--- src/rtl/edge_irq_port_pkg.sv ---
package edge_irq_port_pkg;
   // control register bit positions (software depends on these)
   localparam int CB_FLAG  = 7;
   localparam int CB_RSV   = 6;
   localparam int CB_L2EN  = 5;
   localparam int CB_L2FIX = 4;
   localparam int CB_L2LVL = 3;
   localparam int CB_SEL   = 2;
   localparam int CB_POL   = 1;
   localparam int CB_IEN   = 0;
   localparam int CTL_W    = 6;   // writable bits 5..0

   typedef enum logic [1:0] {
      OFF_A_DATA = 2'd0,
      OFF_A_CTL  = 2'd1,
      OFF_B_DATA = 2'd2,
      OFF_B_CTL  = 2'd3
   } port_off_e;
endpackage

--- src/rtl/eip_edge_sync.sv ---
module eip_edge_sync #(
   parameter int STAGES = 2
) (
   input  logic clk,
   input  logic rst_n,
   input  logic line_in,
   input  logic rise_sel,
   output logic hit
);
   logic [STAGES-1:0] chain_q;
   logic              prev_q;

   if (STAGES < 2) begin : g_bad
      $error("eip_edge_sync: STAGES must be at least 2");
   end

   always_ff @(posedge clk or negedge rst_n) begin
      if (!rst_n) begin
         chain_q <= '0;
         prev_q  <= 1'b0;
      end else begin
         chain_q <= {chain_q[STAGES-2:0], line_in};
         prev_q  <= chain_q[STAGES-1];
      end
   end

   logic cur;
   assign cur = chain_q[STAGES-1];
   assign hit = rise_sel ? (cur & ~prev_q) : (~cur & prev_q);
endmodule

--- src/rtl/eip_side.sv ---
module eip_side
   import edge_irq_port_pkg::*;
#(
   parameter int DATA_W      = 8,
   parameter int SYNC_STAGES = 2
) (
   input  logic              clk,
   input  logic              rst_n,
   input  logic              sel_data,
   input  logic              sel_ctl,
   input  logic              rd_i,
   input  logic              wr_i,
   input  logic [DATA_W-1:0] wdata_i,
   input  logic [DATA_W-1:0] pin_in,
   input  logic              line1,
   output logic [DATA_W-1:0] data_view,
   output logic [DATA_W-1:0] ctl_view,
   output logic [DATA_W-1:0] pin_out,
   output logic [DATA_W-1:0] pin_oe,
   output logic              line2_out,
   output logic              line2_oe,
   output logic              irq
);
   logic [DATA_W-1:0] dat_q, dir_q;
   logic [CTL_W-1:0]  ctl_q;
   logic              flag_q;
   logic              hit;

   logic wr_ctl, wr_dat, wr_dir, rd_clr;
   assign wr_ctl = sel_ctl  & wr_i;
   assign wr_dat = sel_data & wr_i &  ctl_q[CB_SEL];
   assign wr_dir = sel_data & wr_i & ~ctl_q[CB_SEL];
   assign rd_clr = sel_data & rd_i &  ctl_q[CB_SEL];

   eip_edge_sync #(.STAGES(SYNC_STAGES)) sync_i (
      .clk      (clk),
      .rst_n    (rst_n),
      .line_in  (line1),
      .rise_sel (ctl_q[CB_POL]),
      .hit      (hit)
   );

   always_ff @(posedge clk or negedge rst_n) begin
      if (!rst_n) begin
         dat_q <= '0;
         dir_q <= '0;
         ctl_q <= '0;
      end else begin
         if (wr_dat) dat_q <= wdata_i;
         if (wr_dir) dir_q <= wdata_i;
         if (wr_ctl) ctl_q <= wdata_i[CTL_W-1:0];
      end
   end

   // edge has priority over a clearing read
   always_ff @(posedge clk or negedge rst_n) begin
      if (!rst_n)      flag_q <= 1'b0;
      else if (hit)    flag_q <= 1'b1;
      else if (rd_clr) flag_q <= 1'b0;
   end

   logic [DATA_W-1:0] port_mix;
   assign port_mix  = (dat_q & dir_q) | (pin_in & ~dir_q);
   assign data_view = ctl_q[CB_SEL] ? port_mix : dir_q;

   always_comb begin
      ctl_view                = '0;
      ctl_view[CTL_W-1:0]     = ctl_q;
      ctl_view[CB_RSV]        = 1'b0;
      ctl_view[CB_FLAG]       = flag_q;
   end

   assign pin_out   = dat_q;
   assign pin_oe    = dir_q;
   assign line2_oe  = ctl_q[CB_L2EN] & ctl_q[CB_L2FIX];
   assign line2_out = line2_oe & ctl_q[CB_L2LVL];
   assign irq       = flag_q & ctl_q[CB_IEN];

   // flag may only rise following a detected edge
   assert_flag_cause_R4: assert property (@(posedge clk) disable iff (!rst_n)
      $rose(flag_q) |-> $past(hit));

   // data read without a coincident edge clears the flag
   assert_read_clears_R6: assert property (@(posedge clk) disable iff (!rst_n)
      (rd_clr && !hit) |=> !flag_q);

   // control writes never touch the flag
   assert_ctl_keeps_flag_R7: assert property (@(posedge clk) disable iff (!rst_n)
      (wr_ctl && !hit) |=> (flag_q == $past(flag_q)));
endmodule

--- src/rtl/edge_irq_port.sv ---
module edge_irq_port
   import edge_irq_port_pkg::*;
#(
   parameter int DATA_W      = 8,
   parameter int SYNC_STAGES = 2
) (
   input  logic              clk,
   input  logic              rst_n,
   input  logic              cs,
   input  logic              rd,
   input  logic              wr,
   input  logic [1:0]        addr,
   input  logic [DATA_W-1:0] wdata,
   output logic [DATA_W-1:0] rdata,
   input  logic [DATA_W-1:0] a_pin_in,
   output logic [DATA_W-1:0] a_pin_out,
   output logic [DATA_W-1:0] a_pin_oe,
   input  logic              a_line1,
   output logic              a_line2_out,
   output logic              a_line2_oe,
   output logic              a_irq,
   input  logic [DATA_W-1:0] b_pin_in,
   output logic [DATA_W-1:0] b_pin_out,
   output logic [DATA_W-1:0] b_pin_oe,
   input  logic              b_line1,
   output logic              b_line2_out,
   output logic              b_line2_oe,
   output logic              b_irq
);
   localparam int NSIDE = 2;

   if (DATA_W < 8) begin : g_bad_w
      $error("edge_irq_port: DATA_W must hold an 8-bit control register");
   end

   logic [NSIDE-1:0][DATA_W-1:0] pin_in_v, pin_out_v, pin_oe_v, dview_v, cview_v;
   logic [NSIDE-1:0]             line1_v, l2out_v, l2oe_v, irq_v;

   assign pin_in_v = {b_pin_in, a_pin_in};
   assign line1_v  = {b_line1, a_line1};

   for (genvar s = 0; s < NSIDE; s++) begin : g_side
      logic hit_side;
      assign hit_side = cs & (addr[1] == s[0]);
      eip_side #(.DATA_W(DATA_W), .SYNC_STAGES(SYNC_STAGES)) side_i (
         .clk       (clk),
         .rst_n     (rst_n),
         .sel_data  (hit_side & ~addr[0]),
         .sel_ctl   (hit_side &  addr[0]),
         .rd_i      (rd),
         .wr_i      (wr),
         .wdata_i   (wdata),
         .pin_in    (pin_in_v[s]),
         .line1     (line1_v[s]),
         .data_view (dview_v[s]),
         .ctl_view  (cview_v[s]),
         .pin_out   (pin_out_v[s]),
         .pin_oe    (pin_oe_v[s]),
         .line2_out (l2out_v[s]),
         .line2_oe  (l2oe_v[s]),
         .irq       (irq_v[s])
      );
   end

   always_comb begin
      rdata = '0;
      if (cs && rd)
         rdata = addr[0] ? cview_v[addr[1]] : dview_v[addr[1]];
   end

   assign a_pin_out   = pin_out_v[0];
   assign a_pin_oe    = pin_oe_v[0];
   assign a_line2_out = l2out_v[0];
   assign a_line2_oe  = l2oe_v[0];
   assign a_irq       = irq_v[0];
   assign b_pin_out   = pin_out_v[1];
   assign b_pin_oe    = pin_oe_v[1];
   assign b_line2_out = l2out_v[1];
   assign b_line2_oe  = l2oe_v[1];
   assign b_irq       = irq_v[1];

   assert_idle_bus_R1: assert property (@(posedge clk) disable iff (!rst_n)
      !(cs && rd) |-> (rdata == '0));

   assert_rsv_zero_R7: assert property (@(posedge clk) disable iff (!rst_n)
      (cs && rd && addr[0]) |-> !rdata[CB_RSV]);
endmodule

--- config.mk ---
export PLATFORM = sky130hd
export DESIGN_NAME = edge_irq_port
export DESIGN_NICKNAME = d
export VERILOG_FILES = /design/src/rtl/edge_irq_port_pkg.sv /design/src/rtl/eip_edge_sync.sv /design/src/rtl/eip_side.sv /design/src/rtl/edge_irq_port.sv
export SDC_FILE = /design/constraint.sdc
export NUM_CORES = 1
export LEC_CHECK = 0
export BUFFER_PORTS_ARGS = -buffer_cell sky130_fd_sc_hd__buf_4
export CAP_MARGIN = 0
export CORE_MARGIN = 2
export CORE_UTILIZATION = 35
export CTS_CLUSTER_DIAMETER = 80
export DETAILED_ROUTE_END_ITERATION = 16
export GPL_ROUTABILITY_DRIVEN = 0
export MAX_ROUTING_LAYER = met4
export SYNTH_ARGS = -nofsm -noshare
export SYNTH_HDL_FRONTEND = slang
export SYNTH_SLANG_ARGS = --single-unit
--- constraint.sdc ---
create_clock -name clk -period 1.6 [get_ports clk]
set_input_delay 0.08 -clock clk [delete_from_list [all_inputs] [get_ports clk]]
set_output_delay 0.08 -clock clk [all_outputs]
set_load 0.01 [all_outputs]
==> impl_metrics.toml <==
[synth]
syn_inst = 199
yosys_warnings = 0
ys_ff_latch = 52
netlist_area_um2 = 2530
synth_edf_count = 0
yosysTopAreaCellShare_pct = 51.5
ys_async_sr_fraction_pct = 100
synthTopCellsByArea = "dfrtp_1, mux2_2, a21oi_1"
synth_flop_cell = "dfrtp_1"
yosys.area.top_type = "dfrtp_1"
syn_area_per_cell_um2 = 12.7
ys_seq_area_share_pct = 51.5
ys_types = 36
syn_nets = 232

[global_routing]
grtUsageMet1_pct = 25.1
gr-usage-met2_pct = 28.0
grtUsageTotal_pct = 18.0
grt_max_degree = 53
overflow = 0
grt_pass1_vias = 1963
grt_pass1_wl_mm = 10.3
grt.busiest_layer = "met2"
met3_usage_pct = 2.95
antenna_found_initial = 0

[clock_tree]
root_buffer = "clkbuf_8"
cts_inserted_buffers = 5
cts_buffer_depth = 2
cts_sinks = 52
path_clk_slew_ns = 0.09
cts_tree = "yes"
clk_latency_ns = 0.30
cts.htree.levels = 2

[timing]
worst_slack_ns = -0.0823
slew_violations = 0
fin_skew_ns = 0.00170
max_slew_margin_pct = 54.7
finalCriticalPeriod_ns = 1.68
finalHoldViolCount = 0
worst_pin_slew_ns = 0.679
rsz0062_at_grt = "true"
max_freq_mhz = 594
min_period_over_period_pct = 105
setup_viol = 3

[worst_setup_path]
worstPathCellList = "and3b_1, o21a_1, a2111oi_4, buf_4"
cp.buffers_inverters = 1
cp-end-kind = "primary output"
worstPathRequired_ns = 1.52
critPathMaxFanout = 7
cp.arrival_ns = 1.60
slowest_stage = "dfrtp_2"
crit_family = "flip-flops"
critPathMaxStageDelay_ns = 0.48
critical_path_class = "register to primary output"
crit_path_start_kind = "register"

[finish]
fin_cells = 386
syn_to_final_growth_pct = 37.7
final_net_count = 322
n_antenna_cell = 0
final_util_pct = 50.4
multi_input_area_um2 = 1210
seq_area_um2 = 1300
fill_cells = 659
layout_commonest_cell = "buf_4"
final_cell_mix = "buf_4, dfrtp_1, mux2_2"
layout-drive-gt1-share_pct = 55.5

[floorplanning]
die_h_um = 89.0
ios = 79
initial_core_util_pct = 36.6
die-area_um2 = 7910
core_um2 = 6910
rows = 30
die_w_um = 89.0

[power_and_ir_drop]
peakVddDrop_mv = 0.621
p_per_area_nw_per_um2 = 1270
p_leak_nw = 1.64

[run_status]
status = "finished, violations left"
violations = "setup timing"

[min_path]
holdCritPathClass = "input pin to register"

[routing]
drt_iter0_markers = 78
drt_wl_total_mm = 6.79
num_vias = 1960
avgViaCountPerCell = 5.08
dr.pass1.iters = 4
drc = 0
ant_nets = 0
wl_per_cell_um = 17.6

[placed_design]
port_buffers = 78
dp.cells = 373
dpl.hpwl_mm = 4.77

[flow_run]
cap_violations = 0
-- Yosys cell counts, types with 4 or more instances --
cell and number:
dfrtp_1 52, mux2_2 44, a21oi_1 19, a31oi_1 7, and3b_1 7, inv_1 7
mux2i_1 6, o211a_1 5, o21ai_0 5, and2_1 4, buf_4 4, nand3b_1 4
-- through the flow --
step	hold WS, ns	cell area [um2]	setup slack [ns]	setup TNS, ns	total power, W
6_report	0.0341	3480	-0.0823	-0.199	0.00441
5_1_grt	0.0221	3480	-0.164	-0.610	0.00468
4_1_cts	0.0275	3440	-0.0793	-0.267	0.00441
3_5_place_dp	0.165	3250	0.0278	0	0.00357
3_3_place_gp	0.162	3250	0.0631	0	0.00354
2_1_floorplan	-0.216	2530	0.147	0	0.00276
-- cells by family after synthesis --
| logic type | count (synthesis) | synth area share (%) |
|---|---|---|
| mux | 50 | 22.0 |
| flops | 52 | 51.5 |
| simple gates | 35 | 11.6 |
| buf+inv | 16 | 3.12 |
| compound gates | 46 | 11.8 |
-- report_power, final --
part / total, W / switching [W] / internal (W)
logic: 0.00164 / 0.000685 / 0.000951
registers: 0.00200 / 0.000334 / 0.00167
clock network: 0.000774 / 0.000428 / 0.000346
total: 0.00441 / 0.00145 / 0.00297
-- final cells by class --
type	count	share of cell area [%]
clock inverters	2	0.288
multi-input cells	131	34.7
inverters	7	0.755
repair buffers	92	20.9
well taps	96	3.45
clock buffers	6	2.37
flip-flops and latches	52	37.5
-- per-layer routing --
| layer | routed length [um] | up-vias |
|---|---|---|
| li1 | - | 923 |
| met1 | 3250 | 993 |
| met2 | 3290 | 42 |
| met3 | 219 | 2 |
| met4 | 21 | 0 |
| met5 | 0 | - |
-- registers in the layout, indices dropped and copies added, names as in the netlist --
| register | cells |
|---|---|
| g_side.side_i.pin_out | 16 |
| g_side.side_i.ctl_q | 12 |
| g_side.side_i.pin_oe | 16 |
| g_side.side_i.sync_i.prev_q | 2 |
| g_side.side_i.flag_q | 2 |
| g_side.side_i.sync_i.chain_q | 4 |
-- path summary, 6_finish.rpt --
path | from | end | slack [ns] | cells after the start
setup / recovery | g_side[0].side_i.ctl_q[2] | rdata[5] | -0.08 | 4
hold / removal | wdata[7] | g_side[0].side_i.pin_out[7] | 0.03 | 2
setup reg to reg | g_side[1].side_i.ctl_q[2] | g_side[1].side_i.pin_oe[4] | 0.03 | 4
hold reg to reg | g_side[0].side_i.sync_i.chain_q[0] | g_side[0].side_i.sync_i.chain_q[1] | 0.36 | 0
max in group asynchronous | rst_n | g_side[0].side_i.ctl_q[2] | 0.75 | 2
min in group asynchronous | rst_n | g_side[0].side_i.sync_i.prev_q | 0.35 | 2
-- worst register-to-register path, cell delays in order, from the launching register on --
cell	delay [ns]
dfrtp_2	0.47
buf_6	0.16
nor4b_4	0.28
buf_6	0.20
mux2_2	0.35
-- repair_timing --
item,in CTS,in global routing
cloned,0,0
hold buffers,3,0
pin swaps,4,6
resized for setup,17,11
endpoints found under the setup margin,8,22
endpoints found under the hold margin,54,0
buffers inserted,2,1
No activity file was read; power rests on OpenSTA's default activity.
